## src/rtl/spi_rx_pkg.sv

```systemverilog
package spi_rx_pkg;

    localparam int FRAME_W = 32;
    localparam int CRC_W   = 8;
    localparam int HEAD_W  = FRAME_W - CRC_W;
    localparam int DEV_W   = 2;
    localparam int REG_W   = 5;
    localparam int DATA_W  = 16;
    localparam int CNT_W   = $clog2(FRAME_W + 2);

    localparam logic [CRC_W-1:0] CRC_POLY = 8'h07;

    typedef struct packed {
        logic              slip;
        logic [DEV_W-1:0]  dev;
        logic [REG_W-1:0]  reg_a;
        logic [DATA_W-1:0] data;
    } head_t;

    typedef enum logic [1:0] {
        V_NONE  = 2'd0,
        V_WRITE = 2'd1,
        V_SLIP  = 2'd2,
        V_CRC   = 2'd3
    } verdict_e;

    // one serial step of the CRC shift register
    function automatic logic [CRC_W-1:0] crc_step(input logic [CRC_W-1:0] c,
                                                  input logic b);
        logic fb;
        fb = c[CRC_W-1] ^ b;
        return {c[CRC_W-2:0], 1'b0} ^ (fb ? CRC_POLY : '0);
    endfunction

endpackage

```

## src/rtl/spi_pin_sync.sv

```systemverilog
module spi_pin_sync #(
    parameter int STAGES = 2
) (
    input  logic clk,
    input  logic rst,
    input  logic sclk,
    input  logic sync_n,
    input  logic sdi,
    output logic bit_en,
    output logic bit_val,
    output logic cs_hi,
    output logic frm_start,
    output logic frm_end
);
    localparam int TOP = STAGES - 1;

    logic [STAGES-1:0] ck_s;
    logic [STAGES-1:0] cs_s;
    logic [STAGES-1:0] d_s;
    logic              ck_prev;
    logic              cs_prev;

    always_ff @(posedge clk) begin
        if (rst) begin
            ck_s    <= '0;
            cs_s    <= '1;
            d_s     <= '0;
            ck_prev <= 1'b0;
            cs_prev <= 1'b1;
        end else begin
            ck_s    <= {ck_s[STAGES-2:0], sclk};
            cs_s    <= {cs_s[STAGES-2:0], sync_n};
            d_s     <= {d_s[STAGES-2:0], sdi};
            ck_prev <= ck_s[TOP];
            cs_prev <= cs_s[TOP];
        end
    end

    assign cs_hi     = cs_s[TOP];
    assign bit_val   = d_s[TOP];
    assign bit_en    = ck_prev & ~ck_s[TOP] & ~cs_s[TOP];
    assign frm_start = cs_prev & ~cs_s[TOP];
    assign frm_end   = ~cs_prev & cs_s[TOP];

endmodule

```

## src/rtl/spi_frame_shift.sv

```systemverilog
module spi_frame_shift
    import spi_rx_pkg::*;
(
    input  logic               clk,
    input  logic               rst,
    input  logic               start,
    input  logic               bit_en,
    input  logic               bit_in,
    output logic [FRAME_W-1:0] shreg,
    output logic [CNT_W-1:0]   count,
    output logic [CRC_W-1:0]   crc
);
    localparam logic [CNT_W-1:0] CNT_SAT  = CNT_W'(FRAME_W + 1);
    localparam logic [CNT_W-1:0] CNT_HEAD = CNT_W'(HEAD_W);

    always_ff @(posedge clk) begin
        if (rst || start) begin
            shreg <= '0;
            count <= '0;
            crc   <= '0;
        end else if (bit_en) begin
            shreg <= {shreg[FRAME_W-2:0], bit_in};
            if (count != CNT_SAT) count <= count + 1'b1;
            if (count < CNT_HEAD) crc <= crc_step(crc, bit_in);
        end
    end

endmodule

```

## src/rtl/spi_frame_judge.sv

```systemverilog
module spi_frame_judge
    import spi_rx_pkg::*;
(
    input  logic               clk,
    input  logic               rst,
    input  logic               frm_end,
    input  logic               crc_en,
    input  logic [DEV_W-1:0]   dev_addr,
    input  logic [FRAME_W-1:0] shreg,
    input  logic [CNT_W-1:0]   count,
    input  logic [CRC_W-1:0]   crc,
    output logic               wr_valid,
    output logic [REG_W-1:0]   wr_addr,
    output logic [DATA_W-1:0]  wr_data,
    output logic               slip_err,
    output logic               crc_err
);
    localparam logic [CNT_W-1:0] LEN_FULL  = CNT_W'(FRAME_W);
    localparam logic [CNT_W-1:0] LEN_SHORT = CNT_W'(HEAD_W);

    logic     have;
    logic     use_crc;
    head_t    hd;
    verdict_e verdict;

    always_comb begin
        have    = 1'b0;
        use_crc = crc_en;
        hd      = head_t'(shreg[FRAME_W-1:CRC_W]);
        if (crc_en) begin
            have = (count == LEN_FULL);
        end else if (count == LEN_SHORT) begin
            have = 1'b1;
            hd   = head_t'(shreg[HEAD_W-1:0]);
        end else begin
            have = (count == LEN_FULL);
        end

        if (!have)                                verdict = V_NONE;
        else if (hd.slip == hd.dev[DEV_W-1])      verdict = V_SLIP;
        else if (hd.dev != dev_addr)              verdict = V_NONE;
        else if (use_crc && crc != shreg[CRC_W-1:0]) verdict = V_CRC;
        else                                      verdict = V_WRITE;
    end

    always_ff @(posedge clk) begin
        if (rst) begin
            wr_valid <= 1'b0;
            slip_err <= 1'b0;
            crc_err  <= 1'b0;
            wr_addr  <= '0;
            wr_data  <= '0;
        end else begin
            wr_valid <= frm_end && (verdict == V_WRITE);
            slip_err <= frm_end && (verdict == V_SLIP);
            crc_err  <= frm_end && (verdict == V_CRC);
            if (frm_end && verdict == V_WRITE) begin
                wr_addr <= hd.reg_a;
                wr_data <= hd.data;
            end
        end
    end

endmodule

```

## src/rtl/spi_frame_rx.sv

```systemverilog
module spi_frame_rx
    import spi_rx_pkg::*;
#(
    parameter int SYNC_STAGES = 2
) (
    input  logic              clk,
    input  logic              rst,
    input  logic              sclk,
    input  logic              sync_n,
    input  logic              sdi,
    input  logic [DEV_W-1:0]  dev_addr,
    input  logic              crc_en,
    output logic              wr_valid,
    output logic [REG_W-1:0]  wr_addr,
    output logic [DATA_W-1:0] wr_data,
    output logic              slip_err,
    output logic              crc_err
);
    logic               bit_en;
    logic               bit_val;
    logic               cs_hi;
    logic               frm_start;
    logic               frm_end;
    logic [FRAME_W-1:0] shreg;
    logic [CNT_W-1:0]   count;
    logic [CRC_W-1:0]   crc;

    spi_pin_sync #(.STAGES(SYNC_STAGES)) u_pins (
        .clk       (clk),
        .rst       (rst),
        .sclk      (sclk),
        .sync_n    (sync_n),
        .sdi       (sdi),
        .bit_en    (bit_en),
        .bit_val   (bit_val),
        .cs_hi     (cs_hi),
        .frm_start (frm_start),
        .frm_end   (frm_end)
    );

    spi_frame_shift u_shift (
        .clk    (clk),
        .rst    (rst),
        .start  (frm_start),
        .bit_en (bit_en),
        .bit_in (bit_val),
        .shreg  (shreg),
        .count  (count),
        .crc    (crc)
    );

    spi_frame_judge u_judge (
        .clk      (clk),
        .rst      (rst),
        .frm_end  (frm_end),
        .crc_en   (crc_en),
        .dev_addr (dev_addr),
        .shreg    (shreg),
        .count    (count),
        .crc      (crc),
        .wr_valid (wr_valid),
        .wr_addr  (wr_addr),
        .wr_data  (wr_data),
        .slip_err (slip_err),
        .crc_err  (crc_err)
    );

endmodule

```

## config.mk

```make
export PLATFORM = sky130hd
export DESIGN_NAME = spi_frame_rx
export DESIGN_NICKNAME = d
export VERILOG_FILES = /design/src/rtl/spi_rx_pkg.sv /design/src/rtl/spi_pin_sync.sv /design/src/rtl/spi_frame_shift.sv /design/src/rtl/spi_frame_judge.sv /design/src/rtl/spi_frame_rx.sv
export SDC_FILE = /design/constraint.sdc
export NUM_CORES = 1
export LEC_CHECK = 0
export BUFFER_PORTS_ARGS = -buffer_cell sky130_fd_sc_hd__clkbuf_2
export CORE_MARGIN = 5
export CORE_UTILIZATION = 45
export DETAILED_ROUTE_END_ITERATION = 12
export HOLD_SLACK_MARGIN = 0.06
export PLACE_DENSITY = 0.59
export SLEW_MARGIN = 20
export SYNTH_ARGS = -nofsm -noshare
export SYNTH_HDL_FRONTEND = slang
export SYNTH_HIERARCHICAL = 1
export SYNTH_SLANG_ARGS = --single-unit
export TNS_END_PERCENT = 5
```

## constraint.sdc

```tcl
create_clock -name clk -period 2.02 [get_ports clk]
set_clock_uncertainty 0.05 [all_clocks]
set_input_delay 0.404 -clock clk [delete_from_list [all_inputs] [get_ports clk]]
set_output_delay 0.404 -clock clk [all_outputs]
set_load 0.05 [all_outputs]
```

## Word-level counts from Yosys, hierarchy flattened

Index checks and enable logic that the tools add are counted.

- Bits in registers: 78
- Input bits: 8
- Output and inout bits: 24
- Word-level logic and storage cells: 49

- Add/subtract/negate cells: 1
- Magnitude comparators: 1
- Eq/ne operators: 9
- Muxes and demuxes: 9
- Bitwise operators: 9
- Reductions and logical operators: 7

Operators by type and width:

| kind | number |
|---|---|
| two-way mux 24 bit | 2 |
| two-way mux 2 bit | 4 |
| != test 8 bit | 1 |
| XOR 8 bit | 1 |
| adder 6 x 1 -> 6 bit (second input constant) | 1 |
| == test 6 x 5 -> 1 bit (second input constant) | 1 |
| == test 6 bit (second input constant) | 1 |
| < comparator 6 x 5 -> 1 bit (second input constant) | 1 |
| != test 6 bit (second input constant) | 1 |
| AND 1 bit | 4 |
| == test 2 bit (second input constant) | 2 |
| logical AND 1 bit | 4 |
| AND reduction 2 bit | 2 |
| two-way mux 3 bit | 1 |
| inverter 1 bit | 3 |
| == test 2 x 1 -> 1 bit (second input constant) | 1 |
| two-way mux 1 bit | 2 |
| != test 2 bit | 1 |
| == test 1 bit | 1 |
| logical OR 1 bit | 1 |
| XOR 1 bit | 1 |

## Depth between registers and ports, before layout

- Depth after elaboration: 9
- Mapped depth: 6
- Depth with buffers taken out: 5

## By module

Netlist, hierarchy kept.

Modules (own cells, without submodules):

| module | times used | cells an instance | area an instance (um2) | sequential area each (um2) |
|---|---|---|---|---|
| spi_frame_shift | 1 | 176 | 1769.2 | 920.9 |
| spi_frame_judge | 1 | 153 | 1525.2 | 480.5 |
| spi_pin_sync | 1 | 19 | 230.2 | 160.2 |

## Worst setup path before layout

Ideal clock, no wire load.

- Path kind: reg2reg
- Start point: reg u_shift.count[5]
- End point: reg u_judge.wr_addr[4]
- Setup time: 0.125 ns
- Data arrival time: 1.449 ns
- Data required time: 1.845 ns
- Setup slack: 0.397 ns
- Stages on the path, launching flop included: 7
- Path buffers: 1
- Clock period less this slack: 1.623 ns
- Cell sequence: dfxtp_1 > nor3b_1 > o211ai_2 > a21oi_4 > buf_4 > and3_1 > nor3_2

- Longest elaborated chain between the ends: 9
- Elaborated cells on any way between the ends: 13
- Classes of those cells: eq/ne: 5; mux: 7; reduce/logical: 1

Ends and longest elaborated chain:

| element | line | RTL |
|---|---|---|
| start: declaration | spi_frame_shift.sv:10 | `output logic [CNT_W-1:0] count,` |
| start signal: assignment | spi_frame_shift.sv:23 | `if (count != CNT_SAT) count <= count + 1'b1;` |
| == test 6 x 5 -> 1 bit | spi_frame_judge.sv:32 | `end else if (count == LEN_SHORT) begin` |
| two-way mux 24 bit | spi_frame_judge.sv:32 |  |
| two-way mux 24 bit | spi_frame_judge.sv:30 | `if (crc_en) begin` |
| != test 2 bit | spi_frame_judge.sv:41 | `else if (hd.dev != dev_addr) verdict = V_NONE;` |
| two-way mux 2 bit | spi_frame_judge.sv:41 |  |
| two-way mux 2 bit | spi_frame_judge.sv:40 | `else if (hd.slip == hd.dev[DEV_W-1]) verdict = V_SLIP;` |
| two-way mux 2 bit | spi_frame_judge.sv:39 | `if (!have) verdict = V_NONE;` |
| == test 2 x 1 -> 1 bit | spi_frame_judge.sv:57 | `if (frm_end && verdict == V_WRITE) begin` |
| logical AND 1 bit | spi_frame_judge.sv:57 |  |
| end signal: assignment | spi_frame_judge.sv:58 | `wr_addr <= hd.reg_a;` |
| end: declaration | spi_frame_judge.sv:13 | `output logic [REG_W-1:0] wr_addr,` |

Parallel ways exist; a longest one is shown, timed or not.
A chain may end at the register's enable or synchronous reset.

## Final worst setup path

- Start point: reg u_shift.count[5]
- End point: reg u_judge.wr_data[0]

- Longest elaborated chain between the ends: 9
- Elaborated cells on any way between the ends: 13
- Classes of those cells: eq/ne: 5; mux: 7; reduce/logical: 1

Ends and longest elaborated chain:

| element | line | RTL |
|---|---|---|
| == test 6 x 5 -> 1 bit | spi_frame_judge.sv:32 |  |
| two-way mux 24 bit | spi_frame_judge.sv:32 |  |
| two-way mux 24 bit | spi_frame_judge.sv:30 |  |
| != test 2 bit | spi_frame_judge.sv:41 |  |
| two-way mux 2 bit | spi_frame_judge.sv:41 |  |
| two-way mux 2 bit | spi_frame_judge.sv:40 |  |
| two-way mux 2 bit | spi_frame_judge.sv:39 |  |
| == test 2 x 1 -> 1 bit | spi_frame_judge.sv:57 |  |
| logical AND 1 bit | spi_frame_judge.sv:57 |  |
| end signal: assignment | spi_frame_judge.sv:59 | `wr_data <= hd.data;` |
| end: declaration | spi_frame_judge.sv:14 | `output logic [DATA_W-1:0] wr_data,` |

Parallel ways exist; a longest one is shown, timed or not.

==> metrics.txt <==
status=complete, no violations; wire length on met3=214 um; crit path time final=1.87 ns; routability cong.=0.762; crit path launch=u_shift/count[5]$_SDFFE_PP0P_; FF-to-FF End=u_judge/wr_data[0]$_SDFFE_PP0P_; hold crit path type=input port to register; global route overflow=0; DRT Pass-1 Iters=4; via-per-instance ratio=5.16; Ports=32; #FFs+latches synth=78; clk root buf=clkbuf_8; Slew HR=66.8%; max-slew violation count=0; Reg area=between 1500 and 2000 sq um; ANT nets after route=0; Final Instance Area=between 4000 and 5000 sq um; PostCTS Resize Cnt=0; Post-route DRC=0; die area=approximately 9700 sq um; Mapped Cells=348; Die Span X=roughly 100 um; first-pass GRT wire length=12.2 mm; Critical Path End Type=register; All-Layer GR Usage=between 10% and 20%; Tcrit/Tclk final=92.7%; final non-filler cell total=~490; clk_lat worst skew=0.35 ns; row count=32; final setup violating endpoints=0; unrepaired setup endpoints after global routing=no; reg2reg start=u_shift/count[5]$_SDFFE_PP0P_; met2 WL=3.33 mm; DRT iter0 DRCs=between 90 and 100; initial cell density of the core=45.8%; Post-synth EDFFs=0; FMAX=approximately 530 MHz; # diodes=0; area occupied by multi-input gates=1810 sq um; area post-placement=approximately 3800 sq um; core area=7690 sq um; worst-path fanout max=44; wire per inst=14.9 um; Post-CTS Hold Fix Bufs=0; WHS=0.191 ns; Pwr Density=754 nW/um^2; Worst R2R Setup Slack=about 0.15 ns; syn_nets=358; critical path class=register to register; Crit path required time=around 2.2 ns; CP endpoint=u_judge/wr_data[0]$_SDFFE_PP0P_; vias in the first global route=2420; Fin Setup TNS=0 ns; Die Y=98.5 um; Async SR Flop Fraction=0%; max-cap violations=0; Top FF cell, synth=dfxtp_1; power consumption=3040 uW; Max Root-Sink Buffers=2; VDD IR max=around 360 uV; hpwl dp=4.84 mm; Clk pin slew, worst setup/hold paths=~0.08 ns; Netlist cell types=43; r2r worst-path depth=6; Post-Route M1 WL=3.67 mm; warnings from Yosys=6; ratio of cells with drive above 1 in the final layout=25.0%; synthesized area per cell=10.1 sq um; Cells after DPL=470; Top Metal Used=met4; port bufs=31; synthesized area=around 3500 sq um; number of fillers in the final layout=741; antenna violations before repair=0; DR vias=roughly 2.5k; TritonCTS clock tree=built; Leak=0.00162 uW; Final #Nets=389; Fin. Hold Viols=0; CTS sink count=slightly below 80; CTS Buf Count=9; H-tree Lvls=3; crit path DAT=2.04 ns; largest net degree at the start of global routing=between 40 and 50; Worst setup SP type=register; sequential fraction of the synthesis area=around 44%; Area Overhead vs Synth=14.2%; number of setup buffers added after CTS=0; Worst-Margin Slew=slightly below 0.5 ns; total wire length=7.23 mm
==> registers in the layout, indices dropped and copies added (netlist names), 2 cells and up <==
signal and cells:
u_shift/count 6, u_shift/shreg 32, u_shift/crc 8, u_judge/wr_data 16, u_pins/cs_s 2, u_pins/d_s 2
u_judge/wr_addr 5, u_pins/ck_s 2
==> cell type report <==
| class | instances | area share [%] |
|---|---|---|
| multi-input cells | 247 | 45.0 |
| flip-flops and latches | 78 | 38.8 |
| repair buffers | 42 | 6.84 |
| clock buffers | 10 | 3.17 |
| well taps | 102 | 3.17 |
| clock inverters | 6 | 2.92 |
| inverters | 1 | 0.0933 |
==> power by group <==
group	total (uW)	internal (uW)	switching, uW
Clock	1420	835	586
Combinational	69.7	21.9	47.8
Sequential	1550	1540	3.46
==> cells by family after synthesis <==
family / synth area share [%]
simple gates: 22.8
flops: 44.3
mux: 15.3
compound gates: 8.16
buf+inv: 4.44
xor+xnor: 4.22
fa+ha+maj: 0.710
==> per-stage QoR <==
step                setup WS (ns)  utilization, %
floorplan                   0.397               -
global placement            0.163            49.2
detailed placement          0.180            49.2
CTS                         0.167            52.4
global route               0.0582            52.4
finish                      0.148            52.4
==> Yosys cell counts (all sizes together), types with 2 or more instances <==
master  count  area (sq um)
clkbuf      6          32.5
buf        16           120
nor2       37           139
o22ai       2          12.5
or2         4          25.0
o211ai      2          25.0
nand2      10          47.6
a21oi      31           166
nor3       22           220
nor3b       5          37.5
nand4       4          31.3
and3b       3          28.8
xor2        5          43.8
mux2i      54           541
xnor2      12           105
o21ai       8          43.8
or3         2          12.5
ha          2          25.0
nand3       6          30.0
dfxtp      78          1560
and3       21           136
nor2b       8          50.1
==> cell usage in the layout, fill, tap and decap left out, types with 3 or more instances in the layout <==
master,synthesis,layout
dfxtp_1,78,78
mux2i_1,54,54
nor2_1,37,37
clkbuf_2,0,31
a21oi_1,30,30
nor3_2,22,22
and3_1,17,17
xnor2_1,12,12
clkbuf_8,1,9
buf_4,6,8
nand2_1,8,8
nor2b_1,8,8
nand3_1,6,6
xor2_1,5,5
o21ai_0,5,5
nor3b_1,5,4
and3_2,4,4
or2_1,4,4
bufinv_16,0,3
nand4_1,3,3
buf_12,0,3
==> per-layer routing <==
| metal | track usage [%] | vias up |
|---|---|---|
| met3 | 3.68 | 2 |
| met2 | 23.1 | 31 |
| met4 | 5.36 | 0 |
| met5 | 0 | - |
| met1 | 21.7 | 1188 |
| li1 | - | 1286 |
==> worst max-delay path, cell delays in order (launching register included) <==
cell      delay (ns)
dfxtp_1         0.44
nor3b_1         0.41
o211ai_2        0.19
a21oi_4         0.20
buf_12          0.20
and3_2          0.21
nor3_2          0.03
==> how the worst min path moves through the flow <==
stage                              startpoint                         to  slack (ns)  cells after the start
floorplan           u_pins/cs_s[0]$_SDFF_PP1_  u_pins/cs_s[1]$_SDFF_PP1_        0.33                      1
global placement    u_pins/cs_s[0]$_SDFF_PP1_  u_pins/cs_s[1]$_SDFF_PP1_        0.35                      1
detailed placement  u_pins/cs_s[0]$_SDFF_PP1_  u_pins/cs_s[1]$_SDFF_PP1_        0.35                      1
CTS                                    sync_n  u_pins/cs_s[0]$_SDFF_PP1_        0.17                      2
global route                           sync_n  u_pins/cs_s[0]$_SDFF_PP1_        0.17                      2
finish                                 sync_n  u_pins/cs_s[0]$_SDFF_PP1_        0.19                      2
No activity file was read; power rests on OpenSTA's default activity.
